[config.mk]
export PLATFORM = sky130hd
export DESIGN_NAME = crc_accum_unit
export DESIGN_NICKNAME = d
export VERILOG_FILES = /design/src/rtl/crc_accum_pkg.sv /design/src/rtl/crc_byte_step.sv /design/src/rtl/crc_serial_core.sv /design/src/rtl/crc_unrolled_core.sv /design/src/rtl/crc_accum_unit.sv
export SDC_FILE = /design/constraint.sdc
export NUM_CORES = 1
export LEC_CHECK = 0
export ABC_AREA = 1
export BUFFER_PORTS_ARGS = -buffer_cell sky130_fd_sc_hd__buf_2
export CAP_MARGIN = 20
export CORE_ASPECT_RATIO = 0.7
export CORE_UTILIZATION = 50
export CTS_CLUSTER_SIZE = 12
export DETAILED_ROUTE_END_ITERATION = 8
export PLACE_DENSITY = 0.78
export SLEW_MARGIN = 10
export SYNTH_ARGS = -nofsm -noshare
export SYNTH_HDL_FRONTEND = slang
export SYNTH_SLANG_ARGS = --single-unit
[constraint.sdc]
create_clock -name clk -period 1.8 [get_ports clk]
set_input_delay 0.09 -clock clk [delete_from_list [all_inputs] [get_ports clk]]
set_output_delay 0.09 -clock clk [all_outputs]
set_load 0.05 [all_outputs]
[src/rtl/crc_accum_pkg.sv]
package crc_accum_pkg;

  localparam int unsigned CRC_W     = 32;
  localparam int unsigned WORD_W    = 64;
  localparam int unsigned LANE_W    = 8;

  // Reflected generator constants (bit 0 is the x^31 coefficient side).
  localparam logic [CRC_W-1:0] POLY_IEEE_REFL = 32'hEDB8_8320;
  localparam logic [CRC_W-1:0] POLY_CAST_REFL = 32'h82F6_3B78;

  typedef enum logic {
    POLY_IEEE = 1'b0,
    POLY_CAST = 1'b1
  } poly_kind_e;

endpackage

[src/rtl/crc_byte_step.sv]
// One byte of the reflected CRC recurrence: XOR the byte into the low
// lane, then eight conditional shift-and-reduce stages.
module crc_byte_step #(
  parameter int unsigned ACC_W  = 32,
  parameter int unsigned BYTE_W = 8
) (
  input  logic [ACC_W-1:0]  crc_in,
  input  logic [BYTE_W-1:0] byte_in,
  input  logic [ACC_W-1:0]  poly,
  output logic [ACC_W-1:0]  crc_out
);

  logic [ACC_W-1:0] stage [BYTE_W+1];

  assign stage[0] = crc_in ^ {{(ACC_W-BYTE_W){1'b0}}, byte_in};

  for (genvar b = 0; b < BYTE_W; b++) begin : g_bit
    assign stage[b+1] = (stage[b] >> 1) ^ (stage[b][0] ? poly : '0);
  end

  assign crc_out = stage[BYTE_W];

endmodule

[src/rtl/crc_serial_core.sv]
// Byte-serial engine: one byte per clock, counted down from byte_cnt.
module crc_serial_core
  import crc_accum_pkg::*;
#(
  parameter int unsigned ACC_W  = 32,
  parameter int unsigned DATA_W = 64,
  parameter int unsigned BYTE_W = 8,
  parameter int unsigned CNT_W  = 4
) (
  input  logic              clk,
  input  logic              rst_n,
  input  logic              start,
  input  logic [ACC_W-1:0]  acc_in,
  input  logic [DATA_W-1:0] data_in,
  input  logic [CNT_W-1:0]  byte_cnt,
  input  logic              poly_sel,
  output logic [ACC_W-1:0]  crc_out,
  output logic              done,
  output logic              busy
);

  logic [ACC_W-1:0]  crc_q,  crc_d;
  logic [DATA_W-1:0] data_q, data_d;
  logic [CNT_W-1:0]  cnt_q,  cnt_d;
  logic              sel_q,  sel_d;
  logic              busy_q, busy_d;
  logic              done_q, done_d;
  logic [ACC_W-1:0]  res_q,  res_d;
  logic              work_en, res_en, accept;
  logic [ACC_W-1:0]  poly_cur, step_out;

  assign accept   = start & ~busy_q;
  assign poly_cur = (poly_kind_e'(sel_q) == POLY_CAST) ? POLY_CAST_REFL : POLY_IEEE_REFL;

  crc_byte_step #(.ACC_W(ACC_W), .BYTE_W(BYTE_W)) u_step (
    .crc_in (crc_q),
    .byte_in(data_q[BYTE_W-1:0]),
    .poly   (poly_cur),
    .crc_out(step_out)
  );

  // Next-state logic
  always_comb begin
    crc_d   = crc_q;
    data_d  = data_q;
    cnt_d   = cnt_q;
    sel_d   = sel_q;
    busy_d  = busy_q;
    done_d  = 1'b0;
    res_d   = res_q;
    work_en = 1'b0;
    res_en  = 1'b0;
    if (accept) begin
      work_en = 1'b1;
      crc_d   = acc_in;
      data_d  = data_in;
      cnt_d   = byte_cnt;
      sel_d   = poly_sel;
      busy_d  = 1'b1;
    end else if (busy_q) begin
      work_en = 1'b1;
      crc_d   = step_out;
      data_d  = data_q >> BYTE_W;
      cnt_d   = cnt_q - CNT_W'(1);
      if (cnt_q == CNT_W'(1)) begin
        busy_d = 1'b0;
        done_d = 1'b1;
        res_en = 1'b1;
        res_d  = step_out;
      end
    end
  end

  // Control registers
  always_ff @(posedge clk or negedge rst_n) begin
    if (!rst_n) begin
      busy_q <= 1'b0;
      done_q <= 1'b0;
    end else begin
      busy_q <= busy_d;
      done_q <= done_d;
    end
  end

  // Datapath registers with explicit enables
  always_ff @(posedge clk or negedge rst_n) begin
    if (!rst_n) begin
      crc_q  <= '0;
      data_q <= '0;
      cnt_q  <= '0;
      sel_q  <= 1'b0;
    end else if (work_en) begin
      crc_q  <= crc_d;
      data_q <= data_d;
      cnt_q  <= cnt_d;
      sel_q  <= sel_d;
    end
  end

  always_ff @(posedge clk or negedge rst_n) begin
    if (!rst_n) begin
      res_q <= '0;
    end else if (res_en) begin
      res_q <= res_d;
    end
  end

  assign crc_out = res_q;
  assign done    = done_q;
  assign busy    = busy_q;

endmodule

[src/rtl/crc_unrolled_core.sv]
// Fully unrolled engine: a chain of byte stages, tap picked by byte_cnt,
// result registered one cycle after start.
module crc_unrolled_core
  import crc_accum_pkg::*;
#(
  parameter int unsigned ACC_W  = 32,
  parameter int unsigned DATA_W = 64,
  parameter int unsigned BYTE_W = 8,
  parameter int unsigned CNT_W  = 4
) (
  input  logic              clk,
  input  logic              rst_n,
  input  logic              start,
  input  logic [ACC_W-1:0]  acc_in,
  input  logic [DATA_W-1:0] data_in,
  input  logic [CNT_W-1:0]  byte_cnt,
  input  logic              poly_sel,
  output logic [ACC_W-1:0]  crc_out,
  output logic              done,
  output logic              busy
);

  localparam int unsigned NUM_BYTES = DATA_W / BYTE_W;

  logic [ACC_W-1:0] tap [NUM_BYTES+1];
  logic [ACC_W-1:0] poly_cur, pick;
  logic [ACC_W-1:0] res_q, res_d;
  logic             done_q, done_d;

  assign poly_cur = (poly_kind_e'(poly_sel) == POLY_CAST) ? POLY_CAST_REFL : POLY_IEEE_REFL;
  assign tap[0]   = acc_in;

  for (genvar i = 0; i < NUM_BYTES; i++) begin : g_lane
    crc_byte_step #(.ACC_W(ACC_W), .BYTE_W(BYTE_W)) u_step (
      .crc_in (tap[i]),
      .byte_in(data_in[i*BYTE_W +: BYTE_W]),
      .poly   (poly_cur),
      .crc_out(tap[i+1])
    );
  end

  always_comb begin
    pick = tap[NUM_BYTES];
    for (int k = 1; k <= NUM_BYTES; k++) begin
      if (byte_cnt == CNT_W'(k)) pick = tap[k];
    end
    done_d = start;
    res_d  = start ? pick : res_q;
  end

  always_ff @(posedge clk or negedge rst_n) begin
    if (!rst_n) begin
      done_q <= 1'b0;
    end else begin
      done_q <= done_d;
    end
  end

  always_ff @(posedge clk or negedge rst_n) begin
    if (!rst_n) begin
      res_q <= '0;
    end else if (start) begin
      res_q <= res_d;
    end
  end

  assign crc_out = res_q;
  assign done    = done_q;
  assign busy    = 1'b0;

endmodule

[src/rtl/crc_accum_unit.sv]
module crc_accum_unit
  import crc_accum_pkg::*;
#(
  parameter  int unsigned ACC_W       = CRC_W,
  parameter  int unsigned DATA_W      = WORD_W,
  parameter  int unsigned BYTE_W      = LANE_W,
  parameter  bit          SERIAL_MODE = 1'b1,
  localparam int unsigned NUM_BYTES   = DATA_W / BYTE_W,
  localparam int unsigned CNT_W       = $clog2(NUM_BYTES + 1)
) (
  input  logic              clk,
  input  logic              rst_n,
  input  logic              start,
  input  logic [DATA_W-1:0] acc_in,
  input  logic [DATA_W-1:0] data_in,
  input  logic [CNT_W-1:0]  byte_cnt,
  input  logic              poly_sel,
  output logic [DATA_W-1:0] result,
  output logic              done,
  output logic              busy
);

  logic [ACC_W-1:0] core_res;
  logic             unused_acc_hi;

  assign unused_acc_hi = ^acc_in[DATA_W-1:ACC_W];

  if (SERIAL_MODE) begin : g_serial
    crc_serial_core #(
      .ACC_W(ACC_W), .DATA_W(DATA_W), .BYTE_W(BYTE_W), .CNT_W(CNT_W)
    ) u_core (
      .clk     (clk),
      .rst_n   (rst_n),
      .start   (start),
      .acc_in  (acc_in[ACC_W-1:0]),
      .data_in (data_in),
      .byte_cnt(byte_cnt),
      .poly_sel(poly_sel),
      .crc_out (core_res),
      .done    (done),
      .busy    (busy)
    );
  end else begin : g_unrolled
    crc_unrolled_core #(
      .ACC_W(ACC_W), .DATA_W(DATA_W), .BYTE_W(BYTE_W), .CNT_W(CNT_W)
    ) u_core (
      .clk     (clk),
      .rst_n   (rst_n),
      .start   (start),
      .acc_in  (acc_in[ACC_W-1:0]),
      .data_in (data_in),
      .byte_cnt(byte_cnt),
      .poly_sel(poly_sel),
      .crc_out (core_res),
      .done    (done),
      .busy    (busy)
    );
  end

  assign result = {{(DATA_W-ACC_W){1'b0}}, core_res};

endmodule

==> impl_metrics.ini, run 1 <==
[sta]
skew_ns = 0.01136
hold_viol = 0
fmaxAchievable_ghz = 0.4669
timing.final.ws_setup_ns = -0.3417
setup_viol = 62
rsz0062_at_grt = yes
min_period_over_period = 1.190
final_max_slew_viol_count = 0
fin_crit_ns = 2.142
setup-tns-final_ns = -11.67

[worst_hold_path]
hp-class = in -> async

[floorplanning]
pin_count = 202
fp.dieW_um = 159.0
die_h_um = 111.9
initial_core_util = 0.5202
core-area_mm2 = 0.01659
num_rows = 39
dieArea_mm2 = 0.01780

[route]
drc = 0
drtIter0Drc = 1093
route.final.wire_length_mm = 34.81
vias = 10020
wl_per_cell_um = 19.29
dr.pass1.iters = 7
antenna_left = 0
viasPerCell = 5.555

[worst_setup_path]
startpoint_type = register
rrSetupSlack_ns = -0.34
cp.required_ns = 2.12
crit_type = reg -> reg
arrival_ns = 2.46
critPathLaunch = g_serial.u_core.crc_q[0]
crit_fanout = 3
cp-end-kind = register
r2r-start = g_serial.u_core.crc_q[0]

[synthesis]
yosysUniqueCellTypes = 40
syn-cell-area_mm2 = 0.008631
ys_seq_elements = 135
syn-mean-instance-area_um2 = 7.222
netlist_instances = 1195
yosysTopAreaCell = dfrtp_1
ys_warn_count = 0
yosysSeqAreaShare = 0.3914
synth.area.top_cells = dfrtp_1 39%, nand2_1 22%, nand3_1 7.2%
synth_top_area_frac = 0.3914

[flow_run]
max_cap_violations = 0

[finish]
nets = 1704
layout_commonest_cell = nand2_1
antenna_cells = 0
design_area_mm2 = 0.01363
mostFrequentLayoutCells = 392 x nand2_1, 136 x buf_2, 130 x dfrtp_1
area_growth_pct = 57.97
layout-drive-gt1-share = 0.3901

[global_routing]
grt_use_total = 0.3673
grt-ovfl-total = 0
grt_pass1_wl_mm = 49.99
grt_max_degree = 49
antenna_found_initial = 0
grt_pass1_vias = 9564

[clocking]
clockBufferDepth = 2
clkLatencyLatePin_ns = 0.44
htree_levels = 4
clkSinkCount = 135
clkTransAtPathRegs_ns = 0.06
cts_buffers = 17
root_buffer = clkbuf_16
cts_tree = built

[place]
placed_area_mm2 = 0.01032
dp_slack_ns = -0.3278
gp_congestion = 1.060
dp_hpwl_mm = 21.04
portBuffers = 137

[run_status]
violations = setup timing
run_status = complete, but fails checks
[worst paths after layout]
| kind | to | depth (start not counted) |
|---|---|---|
| setup / recovery | g_serial.u_core.crc_q[23] | 18 |
| hold / removal | g_serial.u_core.data_q[16] | 2 |
| setup reg to reg | g_serial.u_core.crc_q[23] | 18 |
| hold reg to reg | g_serial.u_core.crc_out[20] | 2 |
| max in group asynchronous | g_serial.u_core.crc_q[16] | 3 |
| min in group clk | g_serial.u_core.busy | 4 |
[flip-flops by register name, indices dropped and copies added, names as in the netlist]
name and flops:
g_serial.u_core.data_q 64, g_serial.u_core.crc_out 32, g_serial.u_core.crc_q 32, g_serial.u_core.cnt_q 4
g_serial.u_core.busy 1, g_serial.u_core.done 1, g_serial.u_core.sel_q 1
[cells by family (layout without fill, tap and decap cells)]
family          Yosys count  after routing  share of synthesized area
flops                   135            135                     0.3914
compound gates           98             98                    0.08046
xor+xnor                 44             44                    0.04639
fa+ha+maj                 2              2                   0.002899
other cells               1             32                  0.0004345
simple gates            711            712                     0.3669
buf+inv                 204            556                     0.1115
[layout make-up]
type	count	area, µm²
multi-input cells	888	5650
flip-flops and latches	135	3385
repair buffers	395	3211
fillers	981	2957
inverters	129	519.2
clock buffers	19	442.9
well taps	225	281.5
clock inverters	13	145.1
[worst max-delay path, cell delays in order, from the launching register on]
cell	delay (ns)
dfrtp_1	0.42
inv_2	0.08
nand2_2	0.09
nand2_4	0.06
buf_6	0.13
buf_4	0.14
nor2_4	0.13
buf_6	0.12
nand2_1	0.04
nand2_1	0.10
nand3_2	0.11
nand2_2	0.09
nand2_2	0.07
nand2_1	0.06
nand2_1	0.07
nand2_1	0.11
nand2_2	0.08
nand3_1	0.08
nand2_1	0.05
[metrics by stage]
stage / cells / util / hold WS (ns)
floorplan: 1226 / - / -0.2056
global placement: 1639 / 0.6220 / 0.03898
detailed placement: 1639 / 0.6220 / 0.03270
CTS: 1797 / 0.7729 / 0.1551
global route: 1804 / 0.8218 / 0.1859
finish: 1804 / 0.8218 / 0.1401
[per-layer routing]
metal,vias up,track usage,part of all wire
met2,650,0.5775,0.46
li1,4472,-,-
met3,148,0.1032,0.11
met1,4752,0.4890,0.39
met4,0,0.1244,0.041
met5,-,0,0
[cells in the mapped netlist (all sizes together)]
cell type and number:
buf 48, nand4 5, nand2b 1, ha 2
o21bai 1, inv 129, nor3 1, conb 1
a22o 6, xor2 39, xnor2 5, clkbuf 27
o221ai 22, nand2 537, or2 4, o21ai 32
o211ai 33, a21o 2, nand3 140, nand3b 2
nor2 21, dfrtp 135, a31oi 2
[repair_timing]
item,CTS,global route
hold endpoints to repair,236,0
cloned,1,1
setup endpoints to repair,64,64
pin swaps,56,78
buffers inserted,26,8
hold buffers,102,0
resized for setup,176,177
Power of run 1 is left out: the tool's default activity adds up to more than one toggle a clock period on the data nets, which glitch-free logic cannot reach.
==> inputs of run 2 (changes only) <==
--- a/config.mk
+++ b/config.mk
@@ -8,11 +8,13 @@
 export ABC_AREA = 1
 export BUFFER_PORTS_ARGS = -buffer_cell sky130_fd_sc_hd__buf_2
 export CAP_MARGIN = 20
+export CELL_PAD_IN_SITES_DETAIL_PLACEMENT = 1
+export CELL_PAD_IN_SITES_GLOBAL_PLACEMENT = 1
 export CORE_ASPECT_RATIO = 0.7
-export CORE_UTILIZATION = 50
+export CORE_UTILIZATION = 35
 export CTS_CLUSTER_SIZE = 12
 export DETAILED_ROUTE_END_ITERATION = 8
-export PLACE_DENSITY = 0.78
+export PLACE_DENSITY_LB_ADDON = 0.1
 export SLEW_MARGIN = 10
 export SYNTH_ARGS = -nofsm -noshare
 export SYNTH_HDL_FRONTEND = slang
==> impl_metrics.ini, run 2 (synthesis gave the netlist of run 1 again) <==
[worst_hold_path]
hp-class = in -> reg
hold_depth = 5
hp-start = acc_in[21]
hold_end = g_serial.u_core.crc_q[21]

[sta]
skew_ns = 0.01011
rsz0062_at_grt = yes
fin_crit_ns = 2.227
hold_viol = 0
min_period_over_period = 1.237
setup_viol = 64
timing.final.ws_setup_ns = -0.4272
fmaxAchievable_ghz = 0.4490
final_max_slew_viol_count = 0

[global_routing]
grt_pass1_vias = 10090
grt_use_total = 0.2990
grt-ovfl-total = 0
grt_max_degree = 54
grt_pass1_wl_mm = 57.09
antenna_found_initial = 0

[finish]
final_cells = 1938
nets = 1746
largest_reg_flops = 64
mostFrequentLayoutCells = 391 x nand2_1, 136 x buf_2, 129 x dfrtp_1
largest-register = g_serial.u_core.data_q
layout_commonest_cell = nand2_1
area_growth_pct = 67.67
design_area_mm2 = 0.01447
fillers = 2833
ff_latch_area_mm2 = 0.003386
layout-drive-gt1-share = 0.4117
antenna_cells = 0
multi_input_area_mm2 = 0.005866

[route]
dr.pass1.iters = 5
vias = 9842
route.final.wire_length_mm = 40.55
drtIter0Drc = 684
wl_per_cell_um = 20.92
drc = 0
viasPerCell = 5.078
antenna_left = 0

[worst_setup_path]
crit_fanout = 6
rrSetupSlack_ns = -0.43
cp.required_ns = 2.14
startpoint_type = register
crit_type = reg -> reg
r2r-start = g_serial.u_core.crc_q[1]
arrival_ns = 2.57
cp-end-kind = register
r2r_end = g_serial.u_core.crc_q[22]
rr_worst_depth = 16

[place]
portBuffers = 137
gp_congestion = 0.9793
dp_hpwl_mm = 24.92
dp_cells = 1741
placed_area_mm2 = 0.01053
dp_slack_ns = -0.5163

[clocking]
clkLatencyLatePin_ns = 0.45
clkTransAtPathRegs_ns = 0.07
root_buffer = clkbuf_16
clkSinkCount = 135
cts_tree = built
clockBufferDepth = 2
htree_levels = 4
cts_buffers = 17

[floorplanning]
dieArea_mm2 = 0.02530
core-area_mm2 = 0.02393
initial_core_util = 0.3606
fp.dieW_um = 189.7
die_h_um = 133.4
num_rows = 47
pin_count = 202

[run_status]
run_status = complete, but fails checks
violations = setup timing

[flow_run]
max_cap_violations = 0
-- run 2: cell type report --
cell class | instances | share of cell area
flip-flops and latches | 135 | 0.2340
repair buffers | 436 | 0.2541
clock inverters | 8 | 0.01012
inverters | 129 | 0.03666
well taps | 318 | 0.02749
clock buffers | 23 | 0.03234
multi-input cells | 889 | 0.4053
-- run 2: worst max path at each step --
stage / startpoint / endpoint / cells after the start
final: g_serial.u_core.crc_q[1] / g_serial.u_core.crc_q[22] / 16
after CTS: g_serial.u_core.data_q[1] / g_serial.u_core.crc_q[17] / 15
after global placement: g_serial.u_core.crc_q[2] / g_serial.u_core.crc_q[11] / 15
after global routing: g_serial.u_core.crc_q[1] / g_serial.u_core.crc_out[3] / 17
after detailed placement: g_serial.u_core.crc_q[2] / g_serial.u_core.crc_q[11] / 15
after floorplan: g_serial.u_core.data_q[0] / g_serial.u_core.crc_out[15] / 13
-- run 2: routing by layer --
metal	vias up	wire, µm	track usage
met2	348	19100	0.4662
met3	47	2170	0.05611
met1	4906	18550	0.4229
met4	0	727	0.08154
met5	-	0	0
li1	4541	-	-
-- run 2: stage by stage --
step                      setup TNS, ns  hold slack, ns    util
final                            -18.79         0.03581  0.6046
after global routing             -23.50         0.04083  0.6046
after CTS                        -9.460         0.01448  0.5617
after detailed placement         -18.67         0.02800  0.4399
after global placement           -17.25         0.02905  0.4399
after floorplan                       0         -0.2056       -
-- run 2: what timing repair did --
| action | CTS | global route |
|---|---|---|
| buffers inserted | 44 | 32 |
| pin swaps | 85 | 106 |
| hold endpoints to repair | 194 | 0 |
| gates cloned | 1 | 1 |
| hold buffers | 98 | 0 |
| gates resized for setup | 252 | 173 |
| endpoints found under the setup margin | 65 | 66 |
-- run 2: worst max-delay path, stage by stage (launching register included) --
cell and delay [ns]:
dfrtp_2 0.45, inv_4 0.07, buf_6 0.12, nand2_4 0.05, nand2_4 0.08, buf_6 0.14, nand2_4 0.08, nand2_4 0.07
nand2_4 0.08, nand2_4 0.06, nand2_4 0.08, nand2_8 0.09, buf_8 0.15, nor2_4 0.29, nand2_2 0.12, nand3_1 0.10
nand2_1 0.06
Power of run 2 is left out for the same reason.
